**config.mk**
```make
export PLATFORM = sky130hd
export DESIGN_NAME = spi_regbus_slave
export DESIGN_NICKNAME = d
export VERILOG_FILES = /design/src/rtl/spi_rb_pkg.sv /design/src/rtl/spi_rb_sync.sv /design/src/rtl/spi_rb_addr.sv /design/src/rtl/spi_rb_engine.sv /design/src/rtl/spi_regbus_slave.sv
export SDC_FILE = /design/constraint.sdc
export NUM_CORES = 1
export LEC_CHECK = 0
export BUFFER_PORTS_ARGS = -buffer_cell sky130_fd_sc_hd__buf_2
export CORE_ASPECT_RATIO = 1.4
export CORE_MARGIN = 4
export CORE_UTILIZATION = 57
export CTS_CLUSTER_DIAMETER = 200
export DETAILED_ROUTE_END_ITERATION = 8
export PLACE_DENSITY = 0.84
export REMOVE_ABC_BUFFERS = 1
export SYNTH_ARGS = -nofsm -noshare
export SYNTH_HDL_FRONTEND = slang
export SYNTH_HIERARCHICAL = 1
export SYNTH_SLANG_ARGS = --single-unit
```
**constraint.sdc**
```tcl
create_clock -name clk -period 2.65 [get_ports clk]
set_clock_uncertainty 0.05 [all_clocks]
set_input_delay 0.265 -clock clk [delete_from_list [all_inputs] [get_ports clk]]
set_output_delay 0.265 -clock clk [all_outputs]
set_load 0.01 [all_outputs]
```
**src/rtl/spi_rb_pkg.sv**
```systemverilog
package spi_rb_pkg;
   typedef enum logic {
      PH_CMD  = 1'b0,
      PH_DATA = 1'b1
   } spi_phase_t;

   localparam int unsigned SPI_DW   = 8;
   localparam int unsigned SPI_CH_W = 2;
   localparam int unsigned SPI_AW   = 5;
endpackage

```
**src/rtl/spi_rb_sync.sv**
```systemverilog
module spi_rb_sync #(
   parameter int unsigned         N       = 3,
   parameter int unsigned         STAGES  = 2,
   parameter logic [N-1:0]        RST_VAL = '0
) (
   input  logic         clk,
   input  logic         rst_n,
   input  logic [N-1:0] d,
   output logic [N-1:0] q
);
   generate
      if (STAGES < 2) begin : g_bad_stages
         $error("spi_rb_sync: STAGES must be at least 2");
      end
      if (N < 1) begin : g_bad_width
         $error("spi_rb_sync: N must be at least 1");
      end
   endgenerate

   logic [STAGES-1:0][N-1:0] chain;

   always_ff @(posedge clk or negedge rst_n) begin
      if (!rst_n) begin
         for (int s = 0; s < int'(STAGES); s++) chain[s] <= RST_VAL;
      end else begin
         chain[0] <= d;
         for (int s = 1; s < int'(STAGES); s++) chain[s] <= chain[s-1];
      end
   end

   assign q = chain[STAGES-1];
endmodule

```
**src/rtl/spi_rb_addr.sv**
```systemverilog
module spi_rb_addr #(
   parameter int unsigned AW       = 5,
   parameter int unsigned WRAP_MIN = 1
) (
   input  logic          clk,
   input  logic          rst_n,
   input  logic          clear,
   input  logic          load,
   input  logic [AW-1:0] load_val,
   input  logic          step,
   output logic [AW-1:0] addr,
   output logic          fixed
);
   localparam logic [AW-1:0] A_MAX  = {AW{1'b1}};
   localparam logic [AW-1:0] A_WRAP = AW'(WRAP_MIN);

   generate
      if (WRAP_MIN == 0 || WRAP_MIN >= (1 << AW)) begin : g_bad_wrap
         $error("spi_rb_addr: WRAP_MIN must be a nonzero address");
      end
   endgenerate

   logic [AW-1:0] addr_q;
   logic          fixed_q;
   logic [AW-1:0] addr_nx;

   assign addr_nx = (addr_q == A_MAX) ? A_WRAP : addr_q + AW'(1);

   always_ff @(posedge clk or negedge rst_n) begin
      if (!rst_n) begin
         addr_q  <= '0;
         fixed_q <= 1'b0;
      end else if (clear) begin
         addr_q  <= '0;
         fixed_q <= 1'b0;
      end else if (load) begin
         addr_q  <= load_val;
         fixed_q <= (load_val == '0);
      end else if (step && !fixed_q) begin
         addr_q  <= addr_nx;
      end
   end

   assign addr  = addr_q;
   assign fixed = fixed_q;


   nozero_chk: assert property (@(posedge clk) disable iff (!rst_n)
      (step && !fixed_q && !clear && !load) |=> (addr_q != '0));


   fixed_hold_chk: assert property (@(posedge clk) disable iff (!rst_n)
      (fixed_q && !clear && !load) |=> (addr_q == '0));
endmodule

```
**src/rtl/spi_rb_engine.sv**
```systemverilog
module spi_rb_engine
   import spi_rb_pkg::*;
#(
   parameter int unsigned DW   = 8,
   parameter int unsigned CH_W = 2,
   parameter int unsigned AW   = 5
) (
   input  logic            clk,
   input  logic            rst_n,
   input  logic            sclk_s,
   input  logic            cs_s,
   input  logic            mosi_s,
   input  logic [DW-1:0]   reg_rdata,
   input  logic [AW-1:0]   addr,
   input  logic            fixed,
   output logic            addr_load,
   output logic [AW-1:0]   addr_load_val,
   output logic            addr_step,
   output logic [CH_W-1:0] ch_sel,
   output logic [DW-1:0]   reg_wdata,
   output logic            reg_wr,
   output logic            reg_rd,
   output logic            tx_push,
   output logic            rx_pop,
   output logic            miso_bit,
   output logic            oe_req
);
   localparam int unsigned CNT_W    = $clog2(DW);
   localparam int unsigned OE_AFTER = 1 + CH_W + 1;

   generate
      if (DW != 1 + CH_W + AW) begin : g_bad_layout
         $error("spi_rb_engine: command layout must fill one data word");
      end
      if ((1 << CNT_W) != DW) begin : g_bad_dw
         $error("spi_rb_engine: DW must be a power of two");
      end
   endgenerate

   spi_phase_t      phase;
   logic [CNT_W-1:0] bit_cnt;
   logic [DW-1:0]   shin;
   logic [DW-1:0]   shout;
   logic [DW-1:0]   rbuf;
   logic            load_pend;
   logic            wr_mode;
   logic            oe_q;
   logic            sclk_q;
   logic            wr_q, rd_q, push_q, pop_q;
   logic [CH_W-1:0] ch_q;
   logic [DW-1:0]   wdata_q;

   logic            rise, fall, byte_end;
   logic [DW-1:0]   rx_byte;

   assign rise     = sclk_s & ~sclk_q;
   assign fall     = ~sclk_s & sclk_q;
   assign rx_byte  = {shin[DW-2:0], mosi_s};
   assign byte_end = rise && !cs_s && (bit_cnt == CNT_W'(DW-1));

   assign addr_load     = byte_end && (phase == PH_CMD);
   assign addr_load_val = rx_byte[AW-1:0];
   assign addr_step     = wr_q | rd_q;

   always_ff @(posedge clk or negedge rst_n) begin
      if (!rst_n) begin
         phase     <= PH_CMD;
         bit_cnt   <= '0;
         shin      <= '0;
         shout     <= '0;
         rbuf      <= '0;
         load_pend <= 1'b0;
         wr_mode   <= 1'b0;
         oe_q      <= 1'b0;
         sclk_q    <= 1'b0;
         wr_q      <= 1'b0;
         rd_q      <= 1'b0;
         push_q    <= 1'b0;
         pop_q     <= 1'b0;
         ch_q      <= '0;
         wdata_q   <= '0;
      end else begin
         sclk_q <= sclk_s;
         wr_q   <= 1'b0;
         rd_q   <= 1'b0;
         push_q <= 1'b0;
         pop_q  <= 1'b0;
         if (rd_q) rbuf <= reg_rdata;
         if (cs_s) begin
            phase     <= PH_CMD;
            bit_cnt   <= '0;
            oe_q      <= 1'b0;
            shout     <= '0;
            load_pend <= 1'b0;
         end else begin
            if (rise) begin
               shin    <= rx_byte;
               bit_cnt <= bit_cnt + CNT_W'(1);
               if (phase == PH_CMD && bit_cnt == '0) wr_mode <= mosi_s;
            end
            if (byte_end) begin
               if (phase == PH_CMD) begin
                  phase <= PH_DATA;
                  ch_q  <= rx_byte[AW+CH_W-1:AW];
                  if (!rx_byte[DW-1]) begin
                     rd_q      <= 1'b1;
                     pop_q     <= (rx_byte[AW-1:0] == '0);
                     load_pend <= 1'b1;
                  end
               end else if (wr_mode) begin
                  wr_q    <= 1'b1;
                  wdata_q <= rx_byte;
                  push_q  <= fixed;
               end else begin
                  rd_q      <= 1'b1;
                  pop_q     <= fixed;
                  load_pend <= 1'b1;
               end
            end
            if (fall && phase == PH_CMD && bit_cnt == CNT_W'(OE_AFTER) && !wr_mode)
               oe_q <= 1'b1;
            if (fall && phase == PH_DATA && !wr_mode) begin
               if (load_pend) begin
                  shout     <= rbuf;
                  load_pend <= 1'b0;
               end else begin
                  shout <= {shout[DW-2:0], 1'b0};
               end
            end
         end
      end
   end

   assign ch_sel    = ch_q;
   assign reg_wdata = wdata_q;
   assign reg_wr    = wr_q;
   assign reg_rd    = rd_q;
   assign tx_push   = push_q;
   assign rx_pop    = pop_q;
   assign miso_bit  = shout[DW-1];
   assign oe_req    = oe_q;


   no_clash_chk: assert property (@(posedge clk) disable iff (!rst_n)
      !(wr_q && rd_q));


   wr_pulse_chk: assert property (@(posedge clk) disable iff (!rst_n)
      wr_q |=> !wr_q);


   push_addr_chk: assert property (@(posedge clk) disable iff (!rst_n)
      push_q |-> (wr_q && addr == '0));


   pop_addr_chk: assert property (@(posedge clk) disable iff (!rst_n)
      pop_q |-> (rd_q && addr == '0));


   wr_hiz_chk: assert property (@(posedge clk) disable iff (!rst_n)
      (phase == PH_DATA && wr_mode) |-> !oe_q);


   abort_chk: assert property (@(posedge clk) disable iff (!rst_n)
      cs_s |=> !(wr_q || rd_q));
endmodule

```
**src/rtl/spi_regbus_slave.sv**
```systemverilog
module spi_regbus_slave
   import spi_rb_pkg::*;
#(
   parameter int unsigned DW          = SPI_DW,
   parameter int unsigned CH_W        = SPI_CH_W,
   parameter int unsigned AW          = SPI_AW,
   parameter int unsigned SYNC_STAGES = 2
) (
   input  logic            clk,
   input  logic            rst_n,
   input  logic            sclk,
   input  logic            cs_n,
   input  logic            mosi,
   output logic            miso,
   output logic            miso_oe,
   output logic [CH_W-1:0] ch_sel,
   output logic [AW-1:0]   reg_addr,
   output logic [DW-1:0]   reg_wdata,
   output logic            reg_wr,
   output logic            reg_rd,
   input  logic [DW-1:0]   reg_rdata,
   output logic            tx_push,
   output logic            rx_pop
);
   logic [2:0]    pins_s;
   logic          addr_load, addr_step, addr_fixed, oe_req, miso_bit;
   logic [AW-1:0] addr_load_val, addr_q;

   spi_rb_sync #(.N(3), .STAGES(SYNC_STAGES), .RST_VAL(3'b010)) u_sync (
      .clk  (clk),
      .rst_n(rst_n),
      .d    ({sclk, cs_n, mosi}),
      .q    (pins_s)
   );

   spi_rb_addr #(.AW(AW), .WRAP_MIN(1)) u_addr (
      .clk     (clk),
      .rst_n   (rst_n),
      .clear   (pins_s[1]),
      .load    (addr_load),
      .load_val(addr_load_val),
      .step    (addr_step),
      .addr    (addr_q),
      .fixed   (addr_fixed)
   );

   spi_rb_engine #(.DW(DW), .CH_W(CH_W), .AW(AW)) u_eng (
      .clk          (clk),
      .rst_n        (rst_n),
      .sclk_s       (pins_s[2]),
      .cs_s         (pins_s[1]),
      .mosi_s       (pins_s[0]),
      .reg_rdata    (reg_rdata),
      .addr         (addr_q),
      .fixed        (addr_fixed),
      .addr_load    (addr_load),
      .addr_load_val(addr_load_val),
      .addr_step    (addr_step),
      .ch_sel       (ch_sel),
      .reg_wdata    (reg_wdata),
      .reg_wr       (reg_wr),
      .reg_rd       (reg_rd),
      .tx_push      (tx_push),
      .rx_pop       (rx_pop),
      .miso_bit     (miso_bit),
      .oe_req       (oe_req)
   );

   assign reg_addr = addr_q;
   // The raw select gates the enable so the pin releases without synchronizer delay.
   assign miso_oe  = oe_req & ~cs_n;
   assign miso     = miso_oe & miso_bit;


   oe_release_chk: assert property (@(posedge clk) disable iff (!rst_n)
      cs_n |-> !miso_oe);
endmodule

```
==> flow_metrics.py <==
metrics = {
    "floorplan": {
        "die_h_um": 87.45,
        "start_util": 0.5964,
        "ioPinCount": 34,
        "die_x_um": 64.75,
        "dieArea_mm2": 0.005662,
        "fp-row-count": 28,
        "coreArea_mm2": 0.004309,
    },
    "worst_setup_path": {
        "cp-end-kind": "flip-flop",
        "cpPeakStageDelay_ps": 480,
        "crit_type": "flip-flop to flip-flop",
        "slowest_stage": "nor2_2",
        "crit_fanout": 13,
        "cp_num_buf_inv": 0,
        "crit_chain": "ha_1 > ha_1 > nand4bb_4 > nor2_2 > nor2_2 > and2_2 > mux2_1",
        "arrival_ps": 2440,
        "cp_top_family": "simple AND/OR/NAND/NOR gates",
        "critPathLaunchType": "flip-flop",
        "cp.required_ps": 2810,
    },
    "routing": {
        "wl_met2_mm": 2.152,
        "drtIter0Drc": 85,
        "vias": 1590,
        "met1_length_mm": 1.967,
        "dr.max_layer_used": "met4",
        "routed_wl_mm": 4.401,
        "wl_per_cell_um": 15.07,
        "drt-vias-per-instance": 5.445,
        "met3WireLength_um": 161,
        "ant_nets": 0,
        "drtPass1Iterations": 4,
        "drc": 0,
    },
    "clock_network": {
        "cts_sinks": 57,
        "cts_hold_buf": 4,
        "clock_path_buffers": 2,
        "htree_num_levels": 3,
        "cts_buffers": 9,
        "clkLatencyLatePin_ps": 330,
        "clk_pin_slew_worst_paths_ps": 70,
        "cts_resized": 0,
        "clockRootBuffer": "clkbuf_8",
        "cts_setup_buffers": 0,
        "cts_tree": "yes",
    },
    "final_layout": {
        "diodes": 0,
        "utilization": 0.6913,
        "final_cell_area_mm2": 0.002979,
        "area_delta_synth_final_pct": 15.92,
        "drive_gt1_frac": 0.3491,
        "fin_cells": 292,
        "fin_nets": 245,
    },
    "sta": {
        "finalMaxSlewViolations": 0,
        "hold_viol_final": 0,
        "setup_viol": 0,
        "fin_setup_tns_ps": 0,
        "relSlewSlack": 0.6366,
        "fmax_ghz": 0.4385,
        "tightest_slew_ps": 544.5,
        "rsz0062_at_grt": "no",
        "period_minus_slack_ps": 2281,
        "finalCritPeriodShare": 0.8606,
    },
    "status": {
        "status": "completed",
    },
    "synthesis": {
        "ys_warn_count": 6,
        "synth_area_per_cell_um2": 13.32,
        "synth-seq-cells": 57,
        "synthesis.area_mm2": 0.002570,
        "synthCells": 193,
        "postSynth.asyncResetShare": 1.000,
        "ys_seq_area_frac": 0.5560,
        "synth-main-ff-cell": "dfrtp_1",
        "synth_cell_type_count": 46,
        "synth_edf_count": 0,
    },
    "global_routing": {
        "overflow": 0,
        "grt_antenna_before_repair": 0,
        "grt_max_degree": 41,
        "grt_pass1_vias": 1589,
        "grt_pass1_wl_mm": 7.389,
        "grtUsageTotal": 0.1750,
    },
    "power_and_ir_drop": {
        "fin_total_pwr_mw": 2.085,
        "vdd_ir_drop_max_uv": 474.4,
        "p_per_area_mw_per_mm2": 699.9,
        "power.leakage_nw": 1.478,
    },
    "placement": {
        "globalplace.congestion": 0.8497,
        "postPlaceCellArea_mm2": 0.002710,
        "hpwl_mm": 2.989,
        "dp.cells": 272,
        "port_buffers": 33,
    },
    "job": {
        "drv_cap": 0,
    },
    "min_path": {
        "hp-class": "input pin to flip-flop",
    },
}
worst reg2reg max path: cells and delay by family, from the launching register on:
family | cells | cell delay, ps
and+or+nand+nor | 4 | 1100
DFF | 1 | 370
adders and majority gates | 2 | 340
muxes | 1 | 310
state kept, by name (all words and copies together) (netlist names), 2 cells and up:
signal	flops
u_addr/addr	5
u_eng/bit_cnt	3
u_eng/ch_sel	2
u_eng/rbuf	8
u_eng/reg_wdata	8
u_eng/shin	7
u_eng/shout	8
u_sync/chain	3
u_sync/q	3
synthesized netlist by cell type (all sizes together), types with 2 or more instances:
| cell | instances | area, µm² |
|---|---|---|
| nor2 | 19 | 92.59 |
| nor3 | 3 | 15.01 |
| dfstp | 2 | 52.55 |
| nor2b | 2 | 12.51 |
| and4bb | 3 | 37.53 |
| nand2 | 3 | 11.26 |
| mux2 | 29 | 326.6 |
| nand3 | 3 | 15.01 |
| inv | 5 | 18.77 |
| a21oi | 4 | 20.02 |
| mux2i | 11 | 110.1 |
| nor3b | 2 | 31.28 |
| nand2b | 4 | 25.02 |
| dfrtp | 55 | 1376 |
| a211oi | 7 | 52.55 |
| and2 | 2 | 13.77 |
| buf | 15 | 111.4 |
| ha | 5 | 62.56 |
per-layer routing:
layer | global-route usage | vias up
met5 | 0 | -
met1 | 0.2270 | 786
met4 | 0.1115 | 0
li1 | - | 750
met3 | 0.03876 | 9
met2 | 0.2644 | 45
final timing paths:
kind | from | end | slack, ps | cells past startpoint
worst max-delay path | u_eng/bit_cnt[1] | u_addr/addr[1] | 370 | 7
worst min-delay path | reg_rdata[6] | u_eng/rbuf[6] | 110 | 2
worst max register to register | u_eng/bit_cnt[1] | u_addr/addr[1] | 370 | 7
worst min register to register | u_sync/chain[2] | u_sync/q[2] | 300 | 0
max in group asynchronous | rst_n | u_addr/addr[0] | 1390 | 3
min in group asynchronous | rst_n | u_eng/bit_cnt[2] | 330 | 2
cells by family (layout without fill, tap and decap cells):
kind of cell | count (synthesis) | in the layout | share of synthesized area
flops | 57 | 57 | 0.5560
simple gates | 48 | 48 | 0.1276
mux | 40 | 40 | 0.1699
compound gates | 21 | 21 | 0.06671
buf+inv | 21 | 60 | 0.05209
fa+ha+maj | 5 | 5 | 0.02434
xor+xnor | 1 | 1 | 0.003409
power by group:
group          total [mW]  leakage [nW]  internal, mW  switching [mW]
sequential           1.01         0.761         0.934          0.0797
combinational       0.162         0.601        0.0898          0.0722
clock               0.909         0.115         0.577           0.332
layout make-up:
| class | count | area, µm² |
|---|---|---|
| Clock buffer | 11 | 151.4 |
| Clock inverter | 5 | 77.57 |
| Fill cell | 322 | 1330 |
| Inverter | 5 | 18.77 |
| Multi-Input combinational cell | 115 | 1007 |
| Sequential cell | 57 | 1429 |
| Tap cell | 60 | 75.07 |
| Timing Repair Buffer | 39 | 220.2 |
stage by stage:
step	hold WS [ps]	setup slack (ps)
after floorplan	-80.59	593.2
after CTS	94.91	367.0
after detailed placement	153.1	349.5
after global placement	155.6	453.2
final	114.4	369.3
after global routing	100.5	236.3
layout by cell type (no fill, tap or decap), drive strengths merged, types with 2 or more instances in the layout:
| master | synthesis | final |
|---|---|---|
| mux2 | 29 | 29 |
| dfrtp | 55 | 55 |
| bufinv | 0 | 2 |
| ha | 5 | 5 |
| nor2 | 19 | 19 |
| inv | 5 | 5 |
| nor3 | 3 | 3 |
| clkinv | 0 | 2 |
| clkbuf | 1 | 11 |
| nor3b | 2 | 2 |
| nand3 | 3 | 3 |
| nor2b | 2 | 2 |
| a211oi | 7 | 7 |
| and4bb | 3 | 3 |
| dfstp | 2 | 2 |
| dlygate4sd3 | 0 | 4 |
| a21oi | 4 | 4 |
| nand2b | 4 | 4 |
| nand2 | 3 | 3 |
| mux2i | 11 | 11 |
| buf | 15 | 35 |
| and2 | 2 | 2 |
(Power assumes the default switching activity.)
